<file path="config.mk">
export PLATFORM = sky130hd
export DESIGN_NAME = wake_countdown
export DESIGN_NICKNAME = d
export VERILOG_FILES = /design/src/rtl/wkc_pkg.sv /design/src/rtl/wkc_div.sv /design/src/rtl/wkc_prescale.sv /design/src/rtl/wkc_core.sv /design/src/rtl/wkc_regs.sv /design/src/rtl/wake_countdown.sv
export SDC_FILE = /design/constraint.sdc
export NUM_CORES = 1
export LEC_CHECK = 0
export ABC_AREA = 1
export BUFFER_PORTS_ARGS = -buffer_cell sky130_fd_sc_hd__buf_2
export CAP_MARGIN = 20
export CORE_MARGIN = 1
export CORE_UTILIZATION = 42
export CTS_CLUSTER_SIZE = 8
export DETAILED_ROUTE_END_ITERATION = 12
export GPL_TIMING_DRIVEN = 0
export PLACE_DENSITY_LB_ADDON = 0.2
export SYNTH_ARGS = -nofsm -noshare
export SYNTH_HDL_FRONTEND = slang
export SYNTH_SLANG_ARGS = --single-unit
</file>
<file path="constraint.sdc">
create_clock -name clk -period 1.8 [get_ports clk]
set_clock_uncertainty 0.1 [all_clocks]
set_input_delay 0.09 -clock clk [delete_from_list [all_inputs] [get_ports clk]]
set_output_delay 0.09 -clock clk [all_outputs]
set_load 0.01 [all_outputs]
</file>
<file path="src/rtl/wkc_pkg.sv">
`timescale 1ns/1ps
package wkc_pkg;
  localparam int ADDR_W = 2;
  localparam int DATA_W = 8;

  typedef enum logic [1:0] {
    SRC_FAST = 2'b00,
    SRC_SEC  = 2'b01,
    SRC_MIN  = 2'b10,
    SRC_BASE = 2'b11
  } src_sel_e;

  localparam logic [ADDR_W-1:0] A_CNT_LO = 2'd0;
  localparam logic [ADDR_W-1:0] A_CNT_HI = 2'd1;
  localparam logic [ADDR_W-1:0] A_MODE   = 2'd2;
  localparam logic [ADDR_W-1:0] A_STAT   = 2'd3;

  localparam int MODE_RUN_BIT  = 4;
  localparam int STAT_IE_BIT   = 0;
  localparam int STAT_FLAG_BIT = 1;
endpackage

</file>
<file path="src/rtl/wkc_div.sv">
`timescale 1ns/1ps
module wkc_div #(
  parameter int DIV = 64
) (
  input  logic clk,
  input  logic rst,
  input  logic clr,
  input  logic en,
  output logic hit
);
  localparam int W = (DIV > 1) ? $clog2(DIV) : 1;
  localparam logic [W-1:0] LAST = W'(DIV - 1);

  logic [W-1:0] ph_q;

  always_ff @(posedge clk) begin
    if (rst || clr) ph_q <= '0;
    else if (en) ph_q <= (ph_q == LAST) ? '0 : ph_q + 1'b1;
  end

  assign hit = en && (ph_q == LAST);
endmodule

</file>
<file path="src/rtl/wkc_prescale.sv">
`timescale 1ns/1ps
module wkc_prescale
  import wkc_pkg::*;
#(
  parameter int FAST_DIV = 64,
  parameter int SEC_DIV  = 4096
) (
  input  logic     clk,
  input  logic     rst,
  input  logic     restart,
  input  logic     tick_base,
  input  logic     minute_stb,
  input  src_sel_e sel,
  output logic     src_tick
);
  localparam int NDIV = 2;
  localparam int DIVS [NDIV] = '{FAST_DIV, SEC_DIV};

  logic [NDIV-1:0] hit;

  for (genvar i = 0; i < NDIV; i++) begin : g_div
    wkc_div #(.DIV(DIVS[i])) u_div (
      .clk(clk), .rst(rst), .clr(restart), .en(tick_base), .hit(hit[i])
    );
  end

  always_comb begin
    unique case (sel)
      SRC_FAST: src_tick = hit[0];
      SRC_SEC:  src_tick = hit[1];
      SRC_MIN:  src_tick = minute_stb;
      default:  src_tick = tick_base;
    endcase
  end
endmodule

</file>
<file path="src/rtl/wkc_core.sv">
`timescale 1ns/1ps
module wkc_core #(
  parameter int CNT_W = 12
) (
  input  logic             clk,
  input  logic             rst,
  input  logic             wr_lo,
  input  logic             wr_hi,
  input  logic             wr_mode,
  input  logic [7:0]       wdata,
  input  logic             run_req,
  input  logic             src_tick,
  input  logic             irq_en,
  input  logic             flag_clr,
  output logic [CNT_W-1:0] cnt_q,
  output logic             running_q,
  output logic             flag_q,
  output logic             irq_q
);
  localparam int HI_W = CNT_W - 8;
  localparam logic [CNT_W-1:0] ONE = CNT_W'(1);

  always_ff @(posedge clk) begin
    if (rst) begin
      cnt_q     <= '0;
      running_q <= 1'b0;
      flag_q    <= 1'b0;
      irq_q     <= 1'b0;
    end else begin
      irq_q <= 1'b0;
      if (flag_clr) flag_q <= 1'b0;
      if (wr_lo) begin
        cnt_q[7:0] <= wdata;
      end else if (wr_hi) begin
        cnt_q[CNT_W-1:8] <= wdata[HI_W-1:0];
      end else if (wr_mode) begin
        running_q <= run_req && (cnt_q != '0);
      end else if (running_q && src_tick) begin
        if (cnt_q == '0) begin
          running_q <= 1'b0;
        end else begin
          cnt_q <= cnt_q - ONE;
          if (cnt_q == ONE) begin
            running_q <= 1'b0;
            flag_q    <= 1'b1;
            irq_q     <= irq_en;
          end
        end
      end
    end
  end
endmodule

</file>
<file path="src/rtl/wkc_regs.sv">
`timescale 1ns/1ps
module wkc_regs
  import wkc_pkg::*;
#(
  parameter int CNT_W = 12
) (
  input  logic              clk,
  input  logic              rst,
  input  logic              wr_en,
  input  logic [ADDR_W-1:0] wr_addr,
  input  logic [1:0]        sel_in,
  input  logic              ie_in,
  input  logic              flag_in,
  input  logic [ADDR_W-1:0] rd_addr,
  input  logic [CNT_W-1:0]  cnt,
  input  logic              running,
  input  logic              flag,
  output logic              wr_lo,
  output logic              wr_hi,
  output logic              wr_mode,
  output logic              flag_clr,
  output src_sel_e          sel_q,
  output logic              irq_en_q,
  output logic [DATA_W-1:0] rd_data
);
  localparam int HI_W = CNT_W - 8;

  logic wr_stat;
  logic [DATA_W-1:0] rd_d;

  assign wr_lo    = wr_en && (wr_addr == A_CNT_LO);
  assign wr_hi    = wr_en && (wr_addr == A_CNT_HI);
  assign wr_mode  = wr_en && (wr_addr == A_MODE);
  assign wr_stat  = wr_en && (wr_addr == A_STAT);
  assign flag_clr = wr_stat && !flag_in;

  always_ff @(posedge clk) begin
    if (rst) begin
      sel_q    <= SRC_MIN;
      irq_en_q <= 1'b0;
    end else begin
      if (wr_mode) sel_q <= src_sel_e'(sel_in);
      if (wr_stat) irq_en_q <= ie_in;
    end
  end

  always_comb begin
    rd_d = '0;
    unique case (rd_addr)
      A_CNT_LO: rd_d = cnt[7:0];
      A_CNT_HI: rd_d[HI_W-1:0] = cnt[CNT_W-1:8];
      A_MODE: begin
        rd_d[1:0]          = sel_q;
        rd_d[MODE_RUN_BIT] = running;
      end
      default: begin
        rd_d[STAT_IE_BIT]   = irq_en_q;
        rd_d[STAT_FLAG_BIT] = flag;
      end
    endcase
  end

  always_ff @(posedge clk) begin
    if (rst) rd_data <= '0;
    else     rd_data <= rd_d;
  end
endmodule

</file>
<file path="src/rtl/wake_countdown.sv">
`timescale 1ns/1ps
module wake_countdown
  import wkc_pkg::*;
#(
  parameter int CNT_W    = 12,
  parameter int FAST_DIV = 64,
  parameter int SEC_DIV  = 4096
) (
  input  logic              clk,
  input  logic              rst,
  input  logic              tick_base,
  input  logic              minute_stb,
  input  logic              wr_en,
  input  logic [ADDR_W-1:0] wr_addr,
  input  logic [DATA_W-1:0] wr_data,
  input  logic [ADDR_W-1:0] rd_addr,
  output logic [DATA_W-1:0] rd_data,
  output logic              flag_o,
  output logic              irq_o
);
  logic             wr_lo, wr_hi, wr_mode, flag_clr;
  src_sel_e         sel_q;
  logic             irq_en_q;
  logic             src_tick;
  logic [CNT_W-1:0] cnt_q;
  logic             running_q;
  logic             flag_q;
  logic             irq_q;

  wkc_regs #(.CNT_W(CNT_W)) u_regs (
    .clk(clk), .rst(rst),
    .wr_en(wr_en), .wr_addr(wr_addr),
    .sel_in(wr_data[1:0]), .ie_in(wr_data[STAT_IE_BIT]),
    .flag_in(wr_data[STAT_FLAG_BIT]),
    .rd_addr(rd_addr), .cnt(cnt_q), .running(running_q), .flag(flag_q),
    .wr_lo(wr_lo), .wr_hi(wr_hi), .wr_mode(wr_mode), .flag_clr(flag_clr),
    .sel_q(sel_q), .irq_en_q(irq_en_q), .rd_data(rd_data)
  );

  wkc_prescale #(.FAST_DIV(FAST_DIV), .SEC_DIV(SEC_DIV)) u_pre (
    .clk(clk), .rst(rst), .restart(wr_mode),
    .tick_base(tick_base), .minute_stb(minute_stb),
    .sel(sel_q), .src_tick(src_tick)
  );

  wkc_core #(.CNT_W(CNT_W)) u_core (
    .clk(clk), .rst(rst),
    .wr_lo(wr_lo), .wr_hi(wr_hi), .wr_mode(wr_mode),
    .wdata(wr_data), .run_req(wr_data[MODE_RUN_BIT]),
    .src_tick(src_tick), .irq_en(irq_en_q), .flag_clr(flag_clr),
    .cnt_q(cnt_q), .running_q(running_q), .flag_q(flag_q), .irq_q(irq_q)
  );

  assign flag_o = flag_q;
  assign irq_o  = irq_q;
endmodule

</file>
==> results.py <==
metrics = {
    "timing": {
        "fin_crit_sh": 1.00,
        "finalSetupViolCount": 1,
        "fin_ws_ps": -2.28,
        "rsz0062_at_grt": "yes",
        "hold_violations": 0,
        "timing.final.crit_period_ps": 1800,
        "worst_pin_slew_ps": 561,
        "whs_ps": 30.9,
        "tns_ps": -2.28,
        "slew_headroom": 0.623,
        "fmax_ghz": 0.555,
        "slew_violations": 0,
    },
    "cts": {
        "cts_root_buffer": "clkbuf_8",
        "cts_max_path_buffers": 2,
        "cts-htree-levels": 2,
        "clock-sinks": 44,
        "cts_buffers": 5,
        "clkTransAtPathRegs_ps": 90,
        "clock_latency_ps": 290,
        "cts_tree": "built",
    },
    "floorplanning": {
        "row_count": 26,
        "die_area_um2": 5820,
        "initial_core_util": 0.445,
        "die_y_um": 76.3,
        "pin_count": 27,
        "coreArea_um2": 5200,
        "die_w_um": 76.3,
    },
    "placement": {
        "preCtsSetupSlack_ps": -78.6,
        "io_buffer_count": 24,
        "dpl-instance-area_um2": 2520,
        "globalplace.congestion": 0.874,
        "dp_hpwl_mm": 3.97,
        "placed_cells": 430,
    },
    "detailed_routing": {
        "wl_mm": 5.87,
        "initialDrtViolationCount": 85,
        "drc": 0,
        "viasPerCell": 5.04,
        "drt.antenna.violating_nets": 0,
        "num_vias": 2250,
        "firstDrtPassIters": 4,
        "wire_per_inst_um": 13.2,
    },
    "pwr": {
        "pwr_density_cell_nw_per_um2": 772,
        "power_leakage_nw": 1.24,
        "power.total_mw": 2.18,
        "peakVddDrop_v": 0.000426,
    },
    "grt": {
        "grt-busiest-layer": "met2",
        "grt_pass1_wl_mm": 9.35,
        "antenna_found_initial": 0,
        "grtUsageMet1": 0.237,
        "grt_max_degree": 15,
        "grt_use_total": 0.200,
        "globalRoute.totalOverflow": 0,
        "met3_usage": 0.0311,
        "met2_usage": 0.350,
        "grt_pass1_vias": 2115,
    },
    "logic_synthesis": {
        "synth-seq-cells": 44,
        "post_synth_inst_count": 336,
        "ys_seq_area_frac": 0.380,
        "yosysWarnings": 0,
        "synthDistinctLibCells": 39,
        "syn-num-nets": 358,
        "synth_area_um2": 2320,
        "syn_area_per_cell_um2": 6.90,
    },
    "min_path": {
        "hold_path.class": "in2reg",
        "worstHoldStart": "wr_addr[0]",
        "hold_depth": 3,
        "hold_end": "u_regs.irq_en_q$_SDFFE_PP0N_",
    },
    "setup_path": {
        "rr_worst_depth": 13,
        "worstSetupPathType": "reg2reg",
        "r2r_end": "u_core.cnt_q[8]$_SDFFE_PP0P_",
        "arrival_ps": 1880,
        "cp-start-kind": "flip-flop",
        "r2r_slack_ps": -2,
        "r2r-start": "u_pre.g_div[0].u_div.ph_q[1]$_SDFFE_PP0P_",
        "cp-end-kind": "flip-flop",
        "cp_max_fo": 5,
        "required_ps": 1870,
    },
    "final_layout": {
        "syn_to_final_growth_pct": 22.0,
        "layout.cells.non_filler": 446,
        "drive_gt1_frac": 0.242,
        "antennaDiodeCount": 0,
        "fin_util": 0.543,
        "design_area_um2": 2830,
        "layout.nets": 397,
    },
    "run_status": {
        "violations": "negative setup slack",
        "status": "finished with violations",
    },
    "job": {
        "cap_violations": 0,
    },
}
cells in the mapped netlist:
cell	instances	area, um^2
o211a_1	1	10.0
nor2_1	47	176
o31ai_1	1	7.51
and2_1	1	6.26
o211ai_1	2	15.0
o21ai_1	2	10.0
o21a_1	1	7.51
nand2_2	5	31.3
o21ai_0	21	105
a31oi_1	1	6.26
or2_2	2	12.5
inv_2	4	15.0
nor3_1	7	35.0
xor2_1	8	70.1
a21boi_1	1	7.51
a21boi_0	1	7.51
nand3_1	26	130
nand3b_1	4	30.0
nand2_1	73	274
nor3b_1	1	7.51
inv_1	34	128
nor3_2	1	10.0
a32o_1	1	10.0
buf_4	2	15.0
nand3_2	3	30.0
o32ai_1	1	8.76
o221ai_1	1	8.76
nor3b_2	1	12.5
buf_6	1	11.3
dfxtp_1	44	881
nand4_1	2	12.5
and3_1	1	6.26
clkbuf_1	1	3.75
a21oi_1	21	105
xnor2_1	1	8.76
buf_2	2	10.0
clkinv_1	1	3.75
ha_1	5	62.6
nor2_2	4	25.0
layer usage:
layer | part of all wire | wire (um)
met3 | 0.040 | 233
met2 | 0.49 | 2890
met1 | 0.45 | 2650
met4 | 0.016 | 93
met5 | 0 | 0
final cells by class:
| type | instances | area [um^2] |
|---|---|---|
| buffer | 6 | 47.5 |
| clock buffer | 6 | 82.6 |
| clock inverter | 2 | 15.0 |
| fill | 538 | 2380 |
| inverter | 39 | 146 |
| multi-input combinational | 247 | 1350 |
| sequential | 44 | 892 |
| tap | 70 | 87.6 |
| timing repair buffer | 32 | 203 |
flip-flops by register name, summed over array words and instances, names as in the netlist:
name / count
u_regs.rd_data: 8
u_regs.irq_en_q: 1
u_pre.g_div.u_div.ph_q: 18
u_core.flag_q: 1
u_regs.sel_q: 2
u_core.cnt_q: 12
u_core.irq_q: 1
u_core.running_q: 1
critical path, stage by stage, from the launching register on:
cell	delay, ps
dfxtp_2	350
ha_2	190
nand2_2	80
inv_2	60
nand3_1	70
nand2_1	70
nand3_1	90
nand2_2	100
nand3_2	100
nand2_4	130
buf_8	130
nand3_1	80
nand2_1	100
nor2_1	40
power by group:
part	internal, mW	switching [mW]
combinational	0.184	0.283
sequential	1.01	0.0347
clock	0.311	0.355
worst max-delay path by stage:
stage / from / end / slack, ps / cells after the start
after floorplan: u_pre.g_div[1].u_div.ph_q[0]$_SDFFE_PP0P_ / u_core.cnt_q[1]$_SDFFE_PP0P_ / 180 / 13
after global placement: u_pre.g_div[1].u_div.ph_q[0]$_SDFFE_PP0P_ / u_core.cnt_q[8]$_SDFFE_PP0P_ / -50 / 13
after detailed placement: u_pre.g_div[1].u_div.ph_q[0]$_SDFFE_PP0P_ / u_core.cnt_q[8]$_SDFFE_PP0P_ / -80 / 13
after CTS: u_pre.g_div[1].u_div.ph_q[0]$_SDFFE_PP0P_ / u_core.cnt_q[8]$_SDFFE_PP0P_ / 20 / 14
after global routing: u_pre.g_div[1].u_div.ph_q[7]$_SDFFE_PP0P_ / u_core.cnt_q[5]$_SDFFE_PP0P_ / -100 / 12
final: u_pre.g_div[0].u_div.ph_q[1]$_SDFFE_PP0P_ / u_core.cnt_q[8]$_SDFFE_PP0P_ / -2 / 13
placed cells by master (no fill, tap or decap), types with 8 or more instances in the layout:
cell type / synthesis / layout
nand3_1: 26 / 22
nand2_2: 5 / 8
inv_1: 34 / 32
xor2_1: 8 / 8
nand2_1: 73 / 67
nor2_1: 47 / 43
buf_2: 2 / 26
o21ai_0: 21 / 21
dfxtp_1: 44 / 37
a21oi_1: 21 / 21
cells by family after synthesis:
logic type | Yosys count | share of synthesized area
AOI/OAI and AO/OA | 55 | 0.133
xor gates and xnor gates | 9 | 0.0340
adders and majority gates | 5 | 0.0270
buffers and inverters | 45 | 0.0804
DFF | 44 | 0.380
and+or+nand+nor | 178 | 0.345
what timing repair did:
action                     CTS  global route
gates cloned                 0             1
pin swaps                    0            13
setup endpoints to repair   13            16
hold endpoints to repair     3             0
hold buffers                 2             0
setup buffers                1             4
gates resized for setup      4            34
Power figures use the tool's default switching activity.
